==> config.mk <==
export PLATFORM = sky130hd
export DESIGN_NAME = ppp_octet_tx
export DESIGN_NICKNAME = d
export VERILOG_FILES = /design/src/rtl/ppp_tx_pkg.sv /design/src/rtl/ppp_tx_escape.sv /design/src/rtl/ppp_tx_fcs_step.sv /design/src/rtl/ppp_octet_tx.sv
export SDC_FILE = /design/constraint.sdc
export NUM_CORES = 1
export LEC_CHECK = 0
export BUFFER_PORTS_ARGS = -buffer_cell sky130_fd_sc_hd__buf_2
export CORE_MARGIN = 4
export CORE_UTILIZATION = 52
export DETAILED_ROUTE_END_ITERATION = 10
export PLACE_DENSITY = 0.9
export SLEW_MARGIN = 5
export SYNTH_ARGS = -nofsm -noshare
export SYNTH_HDL_FRONTEND = slang
export SYNTH_HIERARCHICAL = 1
export SYNTH_SLANG_ARGS = --single-unit
==> constraint.sdc <==
create_clock -name clk -period 3.77 [get_ports clk]
set_input_delay 0.377 -clock clk [delete_from_list [all_inputs] [get_ports clk]]
set_output_delay 0.377 -clock clk [all_outputs]
set_load 0.01 [all_outputs]
==> src/rtl/ppp_tx_pkg.sv <==
package ppp_tx_pkg;

    localparam logic [7:0] FLAG_BYTE = 8'h7E;
    localparam logic [7:0] ESC_BYTE  = 8'h7D;
    localparam logic [7:0] DEL_BYTE  = 8'h7F;
    localparam logic [7:0] ESC_XOR   = 8'h20;

    localparam logic [31:0] POLY32   = 32'hEDB8_8320;
    localparam logic [31:0] POLY16   = 32'h0000_8408;
    localparam logic [31:0] PRESET32 = 32'hFFFF_FFFF;
    localparam logic [31:0] PRESET16 = 32'h0000_FFFF;

    typedef enum logic [1:0] {
        ST_IDLE  = 2'd0,
        ST_DATA  = 2'd1,
        ST_FCS   = 2'd2,
        ST_CLOSE = 2'd3
    } tx_state_t;

    typedef struct packed {
        tx_state_t   state;
        logic [31:0] crc;
        logic [1:0]  fcs_idx;
        logic        after_close;
        logic        esc_pend;
        logic [7:0]  esc_byte;
        logic        out_valid;
        logic [7:0]  out_data;
    } tx_regs_t;

endpackage

==> src/rtl/ppp_tx_escape.sv <==
module ppp_tx_escape
    import ppp_tx_pkg::*;
#(
    parameter int NUM_EXT = 4,
    localparam int EXT_W  = 8 * NUM_EXT
) (
    input  logic [7:0]         byte_in,
    input  logic [31:0]        ctrl_map,
    input  logic               esc_del,
    input  logic [EXT_W-1:0]   ext_codes,
    input  logic [NUM_EXT-1:0] ext_en,
    output logic               need_esc
);

    logic [NUM_EXT-1:0] ext_hit;
    logic               ctrl_hit;
    logic               fixed_hit;
    logic               del_hit;

    for (genvar k = 0; k < NUM_EXT; k++) begin : g_ext
        assign ext_hit[k] = ext_en[k] && (ext_codes[8*k +: 8] == byte_in);
    end

    always_comb begin
        ctrl_hit  = (byte_in[7:5] == 3'b000) && ctrl_map[byte_in[4:0]];
        fixed_hit = (byte_in == FLAG_BYTE) || (byte_in == ESC_BYTE);
        del_hit   = esc_del && (byte_in == DEL_BYTE);
        need_esc  = fixed_hit || ctrl_hit || del_hit || (|ext_hit);
    end

endmodule

==> src/rtl/ppp_tx_fcs_step.sv <==
module ppp_tx_fcs_step
    import ppp_tx_pkg::*;
(
    input  logic [31:0] crc_in,
    input  logic [7:0]  data_in,
    input  logic        use32,
    output logic [31:0] crc_out
);

    always_comb begin
        logic [31:0] acc;
        acc = crc_in ^ {24'd0, data_in};
        if (!use32) begin
            acc = {16'd0, acc[15:0]};
        end
        for (int i = 0; i < 8; i++) begin
            if (acc[0]) begin
                acc = (acc >> 1) ^ (use32 ? POLY32 : POLY16);
            end else begin
                acc = acc >> 1;
            end
        end
        crc_out = acc;
    end

endmodule

==> src/rtl/ppp_octet_tx.sv <==
module ppp_octet_tx
    import ppp_tx_pkg::*;
#(
    parameter int NUM_EXT = 4,
    localparam int EXT_W  = 8 * NUM_EXT
) (
    input  logic               clk,
    input  logic               rst_n,
    input  logic               cfg_fcs32,
    input  logic               cfg_share_flag,
    input  logic [31:0]        cfg_ctrl_map,
    input  logic               cfg_esc_del,
    input  logic [EXT_W-1:0]   cfg_ext_codes,
    input  logic [NUM_EXT-1:0] cfg_ext_en,
    input  logic               in_valid,
    output logic               in_ready,
    input  logic [7:0]         in_data,
    input  logic               in_sof,
    input  logic               in_eof,
    output logic               out_valid,
    input  logic               out_ready,
    output logic [7:0]         out_data
);

    localparam tx_regs_t REGS_RESET = '{
        state:       ST_IDLE,
        crc:         32'd0,
        fcs_idx:     2'd0,
        after_close: 1'b0,
        esc_pend:    1'b0,
        esc_byte:    8'd0,
        out_valid:   1'b0,
        out_data:    8'd0
    };

    tx_regs_t    q_q;
    tx_regs_t    q_d;

    logic        slot_free;
    logic        share_now;
    logic        take;
    logic [31:0] preset;
    logic [31:0] crc_base;
    logic [31:0] crc_next;
    logic [31:0] fcs_val;
    logic [7:0]  fcs_byte;
    logic [1:0]  fcs_last;
    logic [7:0]  cand;
    logic        cand_esc;

    assign slot_free = !q_q.out_valid || out_ready;
    assign share_now = cfg_share_flag && q_q.after_close;
    assign preset    = cfg_fcs32 ? PRESET32 : PRESET16;
    assign fcs_last  = cfg_fcs32 ? 2'd3 : 2'd1;
    assign fcs_val   = ~q_q.crc;
    assign fcs_byte  = fcs_val[{q_q.fcs_idx, 3'b000} +: 8];
    assign crc_base  = (q_q.state == ST_IDLE) ? preset : q_q.crc;
    assign cand      = (q_q.state == ST_FCS) ? fcs_byte : in_data;

    // Input acceptance: data bytes in a frame, a leading byte on a shared
    // flag, or any stray byte outside a frame (which is dropped).
    always_comb begin
        in_ready = 1'b0;
        if (slot_free && !q_q.esc_pend) begin
            case (q_q.state)
                ST_DATA: in_ready = 1'b1;
                ST_IDLE: in_ready = !in_sof || share_now;
                default: in_ready = 1'b0;
            endcase
        end
    end

    assign take = in_valid && in_ready;

    ppp_tx_fcs_step u_fcs (
        .crc_in  (crc_base),
        .data_in (in_data),
        .use32   (cfg_fcs32),
        .crc_out (crc_next)
    );

    ppp_tx_escape #(.NUM_EXT(NUM_EXT)) u_esc (
        .byte_in   (cand),
        .ctrl_map  (cfg_ctrl_map),
        .esc_del   (cfg_esc_del),
        .ext_codes (cfg_ext_codes),
        .ext_en    (cfg_ext_en),
        .need_esc  (cand_esc)
    );

    always_comb begin
        q_d = q_q;
        if (slot_free) begin
            q_d.out_valid = 1'b0;
            if (q_q.esc_pend) begin
                q_d.out_valid = 1'b1;
                q_d.out_data  = q_q.esc_byte;
                q_d.esc_pend  = 1'b0;
            end else begin
                case (q_q.state)
                    ST_IDLE: begin
                        if (in_valid && in_sof && share_now) begin
                            q_d.after_close = 1'b0;
                            q_d.crc         = crc_next;
                            q_d.out_valid   = 1'b1;
                            q_d.out_data    = cand_esc ? ESC_BYTE : cand;
                            q_d.esc_pend    = cand_esc;
                            q_d.esc_byte    = cand ^ ESC_XOR;
                            q_d.fcs_idx     = 2'd0;
                            q_d.state       = in_eof ? ST_FCS : ST_DATA;
                        end else if (in_valid && in_sof) begin
                            q_d.after_close = 1'b0;
                            q_d.crc         = preset;
                            q_d.out_valid   = 1'b1;
                            q_d.out_data    = FLAG_BYTE;
                            q_d.state       = ST_DATA;
                        end
                    end
                    ST_DATA: begin
                        if (take) begin
                            q_d.crc       = crc_next;
                            q_d.out_valid = 1'b1;
                            q_d.out_data  = cand_esc ? ESC_BYTE : cand;
                            q_d.esc_pend  = cand_esc;
                            q_d.esc_byte  = cand ^ ESC_XOR;
                            if (in_eof) begin
                                q_d.fcs_idx = 2'd0;
                                q_d.state   = ST_FCS;
                            end
                        end
                    end
                    ST_FCS: begin
                        q_d.out_valid = 1'b1;
                        q_d.out_data  = cand_esc ? ESC_BYTE : cand;
                        q_d.esc_pend  = cand_esc;
                        q_d.esc_byte  = cand ^ ESC_XOR;
                        if (q_q.fcs_idx == fcs_last) begin
                            q_d.state = ST_CLOSE;
                        end else begin
                            q_d.fcs_idx = q_q.fcs_idx + 2'd1;
                        end
                    end
                    default: begin
                        q_d.out_valid   = 1'b1;
                        q_d.out_data    = FLAG_BYTE;
                        q_d.after_close = 1'b1;
                        q_d.state       = ST_IDLE;
                    end
                endcase
            end
        end
    end

    always_ff @(posedge clk or negedge rst_n) begin
        if (!rst_n) begin
            q_q <= REGS_RESET;
        end else begin
            q_q <= q_d;
        end
    end

    assign out_valid = q_q.out_valid;
    assign out_data  = q_q.out_data;

endmodule

==> results.json, run 1 <==
{
  "status": "completed",
  "critPathMaxFanout": 18,
  "initial_core_util_pct": 53.7,
  "rr_startpoint": "q_q[19]",
  "dieHeight_um": 109,
  "finalSetupViolations": 0,
  "drtPass1Iterations": 5,
  "yosys.area_share.simple_pct": 19.8,
  "maxClockFrequency_mhz": 274,
  "synth.top_cell.area_share_pct": 26.0,
  "worstHoldEndpoint": "q_q[53]",
  "finalNonFillerCells": 832,
  "grt_antenna_before_repair": 0,
  "whs_ns": 0.431,
  "yosysWarnings": 6,
  "r2r_slack_ns": 0.13,
  "hp-class": "input port to flip-flop",
  "netlist_area_mm2": 0.00530,
  "synth_xor_area_share_pct": 20.0,
  "wire_per_inst_um": 17.9,
  "drt-total-wl_mm": 14.9,
  "reg2reg_depth": 11,
  "design_area_mm2": 0.00603,
  "grt_use_total_pct": 24.7,
  "clockRootBuffer": "clkbuf_8",
  "fin_crit_ns": 3.64,
  "rows": 36,
  "grt_pass1_wl_mm": 23.1,
  "die_w_um": 109,
  "io_buffers": 94,
  "dp_slack_ns": -0.0721,
  "p_leak_nw": 2.62,
  "drv_cap": 0,
  "avgSynthCellArea_um2": 8.61,
  "drc": 0,
  "synth_cell_types": 76,
  "clk_pin_slew_ns": 0.11,
  "first_global_vias": 4814,
  "syn_inst": 615,
  "crit_required_ns": 3.99,
  "yosys-top-cells-area": "dfrtp_1 (26%), xnor2_1 (9.3%), xor2_1 (8.3%)",
  "drt_iter0_markers": 360,
  "grt_setup_unrepaired": "false",
  "dpl.hpwl_mm": 11.2,
  "max_slew.worst_pin.slew_ns": 0.743,
  "endpoint_kind": "flip-flop",
  "dp_cells": 821,
  "overflow": 0,
  "switching_power_mw": 2.70,
  "p_seq_share_pct": 18.6,
  "pwr-share-comb_pct": 74.9,
  "insertion_delay_ns": 0.33,
  "muxShareOfSynthArea_pct": 8.65,
  "ys_ff_latch": 55,
  "r2r_end": "out_data[2]",
  "worstPathArrival_ns": 3.86,
  "finalSetupTns_ns": 0,
  "fin_crit_sh_pct": 96.7,
  "power_density_mw_per_mm2": 924,
  "synth_top_family_by_area": "XOR/XNOR gates",
  "fin_ws_ns": 0.126,
  "path_class": "flip-flop to flip-flop",
  "area_delta_synth_final_pct": 13.9,
  "power_mw": 5.57,
  "p_int_mw": 2.87,
  "clock_skew_ns": 0.0136,
  "synthAdderAreaFrac_pct": 1.89,
  "synth_edf_count": 0,
  "whs_path_depth": 4,
  "cp-start-kind": "flip-flop",
  "num_antenna_cells": 0,
  "numClockSinks": 55,
  "final_nets": 791,
  "final_util_pct": 61.1,
  "synthTopCellsByCount": "nor2_1 (77), xnor2_1 (56), dfrtp_1 (55)",
  "cts_buffers": 5,
  "ctsHtreeMaxLevel": 2,
  "yosysMostFrequentCell": "nor2_1",
  "maxSlewHeadroom_pct": 50.5,
  "place_area_mm2": 0.00587,
  "grt_start_max_net_pins": 65,
  "peakVddDrop_mv": 0.561,
  "sw_frac_of_total_pct": 48.5,
  "seq_area_frac_synth_pct": 26.0,
  "vias_per_cell": 5.83,
  "gp_congestion": 0.912,
  "antenna_left": 0,
  "p_clk_share_pct": 6.5,
  "cts_tree": "built",
  "synth_top_area_cell": "dfrtp_1",
  "syn_nets": 708,
  "synth-compound-area-share_pct": 16.1,
  "min_from": "in_eof",
  "fillers": 816,
  "io_pins": 95,
  "vias": 4850,
  "drive_above_1_share_pct": 26.9,
  "synthArstFlopShare_pct": 100,
  "synthFlopType": "dfrtp_1",
  "die_area_mm2": 0.0119,
  "hold_viol_final": 0,
  "core_area_mm2": 0.00986,
  "clk_path_buf_depth": 2,
  "finalMaxSlewViolations": 0
}
==> layout make-up <==
cell class,instances,area (um2),area share (%)
Multi-Input combinational cell,481,3560,59.0
Sequential cell,55,1380,22.8
Timing Repair Buffer,125,722,12.0
Tap cell,133,166,2.76
Inverter,30,113,1.87
Clock buffer,7,86.3,1.43
Clock inverter,1,8.76,0.145
==> sequential cells by signal, indices dropped and copies added, names as in the netlist <==
| signal | flops |
|---|---|
| q_q | 46 |
| out_valid | 1 |
| out_data | 8 |
==> critical path, cell delays in order, from the launching register on <==
cell and delay (ns):
dfrtp_1 0.39, mux4_1 0.57, o21ai_2 0.18, buf_12 0.18, mux4_1 0.57, mux4_2 0.48
nand3b_1 0.09, nand3_1 0.10, or3_1 0.41, a21oi_4 0.18, nand3_1 0.11, a32o_1 0.26
==> cell families (layout without fill, tap and decap cells) <==
| family | after synthesis | in the layout |
|---|---|---|
| xor gates and xnor gates | 112 | 112 |
| DFF | 55 | 55 |
| and+or+nand+nor | 209 | 209 |
| AOI/OAI and AO/OA | 124 | 124 |
| muxes | 28 | 28 |
| buffers and inverters | 79 | 163 |
| adders and majority gates | 8 | 8 |
==> cell usage in the layout (no fill, tap or decap), drive strengths merged, types with 5 or more instances in the layout <==
master   instances
a31oi           25
nor3             8
dfrtp           55
nand4            6
and3             5
or2             19
nand2b          10
a21oi           34
o2bb2ai          9
and2             5
xor2            52
mux2             5
clkbuf           7
nor2            78
nand3           12
xnor2           58
o21ai           22
mux2i           12
buf            124
mux4            11
inv             29
nand2           40
nor2b           10
ha               8
==> worst max-delay path by stage <==
stage	depth (start not counted)	from	slack, ns	to
after global routing	14	q_q[54]	0.02	q_q[46]
after CTS	13	q_q[53]	0.005	out_data[2]
final	11	q_q[19]	0.13	out_data[2]
after detailed placement	15	q_q[53]	-0.07	out_data[2]
after floorplan	11	q_q[19]	0.18	out_data[2]
after global placement	13	q_q[19]	0.12	out_data[6]
==> metal layers <==
| layer | up-vias | track usage, % | share of wire (%) |
|---|---|---|---|
| met4 | 0 | 8.39 | 1.9 |
| met3 | 30 | 3.67 | 6.5 |
| met1 | 2344 | 31.7 | 42 |
| met2 | 202 | 42.5 | 50 |
| met5 | - | 0 | 0 |
| li1 | 2274 | - | - |
==> power by group through the flow <==
stage | combinational (mW) | sequential [mW] | clock [mW]
floorplan | 3.26 | 0.975 | 0
global placement | 3.91 | 1.01 | 0
detailed placement | 4.04 | 1.04 | 0
CTS | 4.08 | 1.03 | 0.372
global route | 4.50 | 1.06 | 0.392
finish | 4.18 | 1.04 | 0.360
==> timing repair <==
item / CTS / global route
pin swaps: 0 / 1
cloned: 0 / 0
buffers inserted: 0 / 2
resized for setup: 2 / 8
endpoints found under the hold margin: 14 / 0
endpoints found under the setup margin: 4 / 4
hold buffers: 1 / 0
(Power assumes the default switching activity.)
==> inputs of run 2 (changes only) <==
--- a/config.mk
+++ b/config.mk
@@ -7,9 +7,9 @@
 export LEC_CHECK = 0
 export BUFFER_PORTS_ARGS = -buffer_cell sky130_fd_sc_hd__buf_2
 export CORE_MARGIN = 4
-export CORE_UTILIZATION = 52
+export CORE_UTILIZATION = 30
 export DETAILED_ROUTE_END_ITERATION = 10
-export PLACE_DENSITY = 0.9
+export PLACE_DENSITY = 0.62
 export SLEW_MARGIN = 5
 export SYNTH_ARGS = -nofsm -noshare
 export SYNTH_HDL_FRONTEND = slang
==> run 2 against run 1 <==
Non-clock buffer count shrank 2. Hold slack lost 0.35 ns. Via count shrank 3.0%. Critical path depth shrank 1. Fmax grew 1.2%. Die area grew 67%. Core utilization shrank 25 points. Sequential share of layout area shrank 0.76 points. Critical path type unchanged.
==> results.json, run 2 (same netlist as run 1, synthesis figures left out) <==
{
  "power_density_mw_per_mm2": 929,
  "rows": 48,
  "core_area_mm2": 0.0173,
  "drv_cap": 0,
  "finalNonFillerCells": 922,
  "drive_above_1_share_pct": 26.8,
  "finalSetupViolations": 0,
  "power_mw": 5.79,
  "ctsHtreeMaxLevel": 2,
  "dp_slack_ns": -0.0496,
  "path_delay_family": "multiplexers",
  "area_delta_synth_final_pct": 17.8,
  "fin_crit_sh_pct": 95.5,
  "numClockSinks": 55,
  "antenna_left": 0,
  "sw_frac_of_total_pct": 46.5,
  "hp-class": "input port to asynchronous set/reset pin",
  "drtPass1Iterations": 5,
  "hold_viol_final": 0,
  "drc": 0,
  "final_nets": 789,
  "dpl.hpwl_mm": 11.9,
  "io_pins": 95,
  "path_buf_inv": 0,
  "maxSlewHeadroom_pct": 49.3,
  "largest_reg_flops": 46,
  "drt-total-wl_mm": 15.3,
  "num_antenna_cells": 0,
  "critPathMaxFanout": 7,
  "io_buffers": 94,
  "insertion_delay_ns": 0.30,
  "initial_core_util_pct": 30.6,
  "drt_iter0_markers": 362,
  "rr_startpoint": "q_q[19]",
  "clockRootBuffer": "clkbuf_16",
  "crit_chain": "mux4_1 -> o21ai_4 -> mux4_1 -> mux4_2 -> nand3b_1 -> nand3_1 -> or3_1 -> a21oi_4 -> nand3_1 -> a32o_1",
  "critPathMaxStageDelay_ns": 0.60,
  "p_seq_share_pct": 17.8,
  "vias": 4706,
  "p_int_mw": 3.10,
  "dp_cells": 913,
  "finalSetupTns_ns": 0,
  "grt_pass1_wl_mm": 24.5,
  "gp_congestion": 0.863,
  "status": "completed",
  "vias_per_cell": 5.10,
  "grt_start_max_net_pins": 65,
  "clock_skew_ns": 0.0107,
  "cp-start-kind": "flip-flop",
  "endpoint_kind": "flip-flop",
  "worstPathArrival_ns": 3.79,
  "finalMaxSlewViolations": 0,
  "first_global_vias": 4583,
  "whs_ns": 0.0837,
  "die_area_mm2": 0.0198,
  "dieHeight_um": 141,
  "fin_ws_ns": 0.168,
  "fin_crit_ns": 3.60,
  "max_slew.worst_pin.slew_ns": 0.760,
  "max_flop_register": "q_q",
  "overflow": 0,
  "p_clk_share_pct": 10.5,
  "crit_required_ns": 3.96,
  "p_leak_nw": 2.66,
  "maxClockFrequency_mhz": 278,
  "final_common_cell": "buf_2",
  "die_w_um": 141,
  "clk_path_buf_depth": 2,
  "cts_buffers": 5,
  "grt_use_total_pct": 15.3,
  "clk_pin_slew_ns": 0.08,
  "pwr-share-comb_pct": 71.7,
  "grt_setup_unrepaired": "true",
  "crit_start": "q_q[19]",
  "mostFrequentLayoutCells": "buf_2 (94), nor2_1 (77), dfrtp_1 (55), xnor2_1 (55), xor2_1 (50)",
  "grt_antenna_before_repair": 0,
  "path_class": "flip-flop to flip-flop",
  "switching_power_mw": 2.69,
  "wire_per_inst_um": 16.6,
  "cpMaxStageDelayCell": "mux4_1",
  "peakVddDrop_mv": 0.365,
  "cts_tree": "built"
}
## run 2: power groups by stage
stage / clock network [mW] / registers, mW / logic (mW)
floorplan: 0 / 0.975 / 3.26
global placement: 0 / 1.04 / 4.02
detailed placement: 0 / 1.04 / 4.04
CTS: 0.613 / 1.03 / 4.09
global route: 0.637 / 1.07 / 4.59
finish: 0.608 / 1.03 / 4.16
## run 2: repair_timing
action                     CTS  global route
setup endpoints to repair    4            14
buffers inserted             0             1
pin swaps                    0             1
hold buffers                 0             0
gates resized for setup      3             7
## run 2: layer usage
layer / vias up / GRT usage [%] / wire [um]
met5: - / 0 / 0
met1: 2305 / 22.3 / 7270
met3: 17 / 1.97 / 491
li1: 2277 / - / -
met2: 107 / 24.1 / 7260
met4: 0 / 3.26 / 243
## run 2: final timing paths
kind	slack, ns	cells past startpoint	endpoint
hold / removal	0.08	1	q_q[23]
setup reg to reg	0.17	10	out_data[4]
setup / recovery	0.17	10	out_data[4]
min in group clk	0.48	4	q_q[17]
hold reg to reg	0.49	1	q_q[12]
max in group asynchronous	2.85	2	out_data[5]
## run 2: stage by stage
stage	utilization, %	area, um2
final	36.1	6240
after global routing	36.1	6240
after CTS	35.8	6190
after detailed placement	34.6	5980
after global placement	34.6	5980
after floorplan	-	5300
## run 2: layout make-up
type | instances | area (um2)
sequential | 55 | 1380
fill | 1811 | 11100
clock buffer | 6 | 129
inverter | 30 | 113
timing repair buffer | 123 | 701
multi-input combinational | 481 | 3580
clock inverter | 2 | 60.1
tap | 225 | 282
## run 2: worst reg2reg max path, delay by kind of cell, from the launching register on
family / cells / cell delay, ns
AO/OA/AOI/OAI: 3 / 0.76
flip-flops: 1 / 0.36
multiplexers: 3 / 1.67
AND/OR/NAND/NOR: 4 / 0.71
==> inputs of run 3 (changes only) <==
--- a/config.mk
+++ b/config.mk
@@ -5,11 +5,12 @@
 export SDC_FILE = /design/constraint.sdc
 export NUM_CORES = 1
 export LEC_CHECK = 0
+export ABC_AREA = 1
 export BUFFER_PORTS_ARGS = -buffer_cell sky130_fd_sc_hd__buf_2
 export CORE_MARGIN = 4
-export CORE_UTILIZATION = 30
+export CORE_UTILIZATION = 39
 export DETAILED_ROUTE_END_ITERATION = 10
-export PLACE_DENSITY = 0.62
+export PLACE_DENSITY = 0.73
 export SLEW_MARGIN = 5
 export SYNTH_ARGS = -nofsm -noshare
 export SYNTH_HDL_FRONTEND = slang
==> run 3 against run 2 <==
Power rose by 11%. Cell area rose by 9.2%. Global-route usage rose by 5.3 points. Critical path type unchanged. Sequential power rose by 6%. Count of clock-buffer cells in the layout did not move. Routed wire length rose by 23%. Core utilization rose by 8.4 points. Synthesized area rose by 16%. Non-clock buffer count fell by 23. Via count rose by 42%. Fmax rose by 11%. First-iteration DRC count rose by 100%.
==> results.json, run 3 <==
{
  "initial_core_util_pct": 40.1,
  "synthFlopType": "dfrtp_1",
  "gp_congestion": 0.960,
  "largest_reg_flops": 46,
  "ctsHtreeMaxLevel": 2,
  "grt_pass1_wl_mm": 30.4,
  "avgSynthCellArea_um2": 5.89,
  "drc": 0,
  "overflow": 0,
  "yosysMostFrequentCell": "nand2_1",
  "synth_edf_count": 0,
  "dpl.hpwl_mm": 14.3,
  "max_flop_register": "q_q",
  "cts_tree": "built",
  "yosys-top-cells-area": "nand2_1 (24%), dfrtp_1 (22%), inv_1 (8.2%)",
  "num_antenna_cells": 0,
  "synth_cell_types": 44,
  "drt-total-wl_mm": 18.8,
  "grt_use_total_pct": 20.5,
  "crit_chain": "inv_1 -> ha_1 -> inv_2 -> nand2_1 -> inv_1 -> nand2_1 -> nand2_4 -> nand3_2 -> nand2_1 -> inv_1 -> ha_1 -> or2_1 -> nand2_4 -> nand2_2 -> nand2_2 -> o21ai_0 -> nor2_1 -> o21ai_0 -> nand2_1 -> nand2_1 -> o21ai_0",
  "dieHeight_um": 134,
  "critPathMaxStageDelay_ns": 0.41,
  "maxSlewHeadroom_pct": 44.2,
  "status": "completed",
  "area_delta_synth_final_pct": 10.8,
  "wire_per_inst_um": 14.3,
  "netlist_area_mm2": 0.00615,
  "hp-class": "input port to asynchronous set/reset pin",
  "r2r_end": "q_q[50]",
  "maxClockFrequency_mhz": 308,
  "whs_ns": 0.167,
  "place_area_mm2": 0.00663,
  "yosysWarnings": 6,
  "clk_pin_slew_ns": 0.08,
  "hold_viol_final": 0,
  "finalNonFillerCells": 1316,
  "worstPathArrival_ns": 3.45,
  "die_area_mm2": 0.0178,
  "fin_crit_ns": 3.24,
  "drtPass1Iterations": 5,
  "cts_buffers": 5,
  "first_global_vias": 6164,
  "rr_startpoint": "q_q[54]",
  "cp-start-kind": "flip-flop",
  "clk_path_buf_depth": 2,
  "power_mw": 6.44,
  "peakVddDrop_mv": 0.288,
  "clockRootBuffer": "clkbuf_16",
  "clock_skew_ns": 0.00782,
  "drv_cap": 0,
  "antenna_left": 0,
  "insertion_delay_ns": 0.30,
  "crit_required_ns": 3.98,
  "vias_per_cell": 5.08,
  "cpMaxStageDelayCell": "dfrtp_1",
  "syn_inst": 1044,
  "drive_above_1_share_pct": 14.7,
  "numClockSinks": 55,
  "core_area_mm2": 0.0153,
  "max_slew.worst_pin.slew_ns": 0.837,
  "vias": 6681,
  "seq_area_frac_synth_pct": 22.4,
  "grt_antenna_before_repair": 0,
  "finalSetupTns_ns": 0,
  "mostFrequentLayoutCells": "nand2_1 (392), inv_1 (135), nand3_1 (99), buf_2 (94), o21ai_0 (93)",
  "critPathMaxFanout": 16,
  "rows": 45,
  "io_pins": 95,
  "cpMostUsedCell": "nand2_1",
  "reg2reg_depth": 21,
  "power_density_mw_per_mm2": 946,
  "endpoint_kind": "flip-flop",
  "grt_start_max_net_pins": 65,
  "synthTopCellsByCount": "nand2_1 (392), inv_1 (135), nand3_1 (99)",
  "synthArstFlopShare_pct": 100,
  "dp_cells": 1308,
  "final_common_cell": "nand2_1",
  "drt_iter0_markers": 742,
  "final_nets": 1197,
  "final_util_pct": 44.5,
  "die_w_um": 134,
  "r2r_slack_ns": 0.53,
  "ys_ff_latch": 55,
  "grt_setup_unrepaired": "false",
  "design_area_mm2": 0.00681,
  "synth.top_cell.area_share_pct": 23.9,
  "dp_slack_ns": 0.379,
  "finalSetupViolations": 0,
  "path_class": "flip-flop to flip-flop",
  "finalMaxSlewViolations": 0,
  "synth_top_area_cell": "nand2_1",
  "syn_nets": 1137,
  "fin_ws_ns": 0.528,
  "fin_crit_sh_pct": 86.0,
  "p_leak_nw": 3.87,
  "io_buffers": 94
}
[run 3: changes by cell type in the layout (fill, tap and decap cells not counted), sizes merged, moves of 21 or more]
cell / before / now
xor2: 52 / 31
nand3: 12 / 100
nand2: 40 / 416
nor2: 78 / 45
o21ai: 22 / 103
a31oi: 25 / 1
inv: 29 / 144
xnor2: 58 / 15
buf: 123 / 100
[run 3: worst max path at each step]
stage                     startpoint     endpoint  slack (ns)  cells past startpoint
final                        q_q[54]      q_q[50]        0.53                     21
after global placement       q_q[19]  out_data[5]        0.44                     21
after floorplan              q_q[53]      q_q[47]        0.72                     24
after CTS                    q_q[19]  out_data[5]        0.34                     21
after detailed placement     q_q[19]  out_data[5]        0.38                     21
after global routing         q_q[53]  out_data[4]        0.16                     22
[run 3: routing by layer]
layer / vias up / routed length (um) / global-route usage, %
met5: - / 0 / 0
met4: 0 / 477 / 6.51
met3: 37 / 1320 / 2.27
met2: 264 / 8690 / 33.4
met1: 3003 / 8350 / 28.6
li1: 3377 / - / -
[run 3: cell families (layout without fill, tap and decap cells)]
group                    after synthesis  count (layout)  synth area share [%]
adder cells (fa/ha/maj)                8               8                  1.63
AND/OR/NAND/NOR                      589             589                  41.5
AO/OA/AOI/OAI                        155             155                  14.3
flip-flops                            55              55                  22.4
buffers and inverters                191             252                  13.7
XOR/XNOR                              46              46                  6.55
[run 3: area by class of cell]
class | count | area [um2]
fill | 1618 | 8500
clock buffer | 6 | 139
timing repair buffer | 100 | 515
clock inverter | 2 | 38.8
tap | 211 | 264
multi-input combinational | 798 | 3930
sequential | 55 | 1380
inverter | 144 | 546
[run 3: power breakdown]
| group | internal, mW | switching, mW |
|---|---|---|
| Clock | 0.335 | 0.235 |
| Sequential | 0.879 | 0.212 |
| Combinational | 1.57 | 3.21 |
[run 3: what timing repair did]
item,CTS,global route
setup endpoints to repair,0,7
setup buffers,0,0
resized for setup,0,1
hold buffers,0,0
hold endpoints to repair,0,0
[run 3: worst max-delay path, delay by kind of cell (launching register included)]
family,cells,cell delay (ns)
buffers and inverters,4,0.48
AND/OR/NAND/NOR,12,1.47
adder cells (fa/ha/maj),2,0.48
flip-flops,1,0.41
AO/OA/AOI/OAI,3,0.30
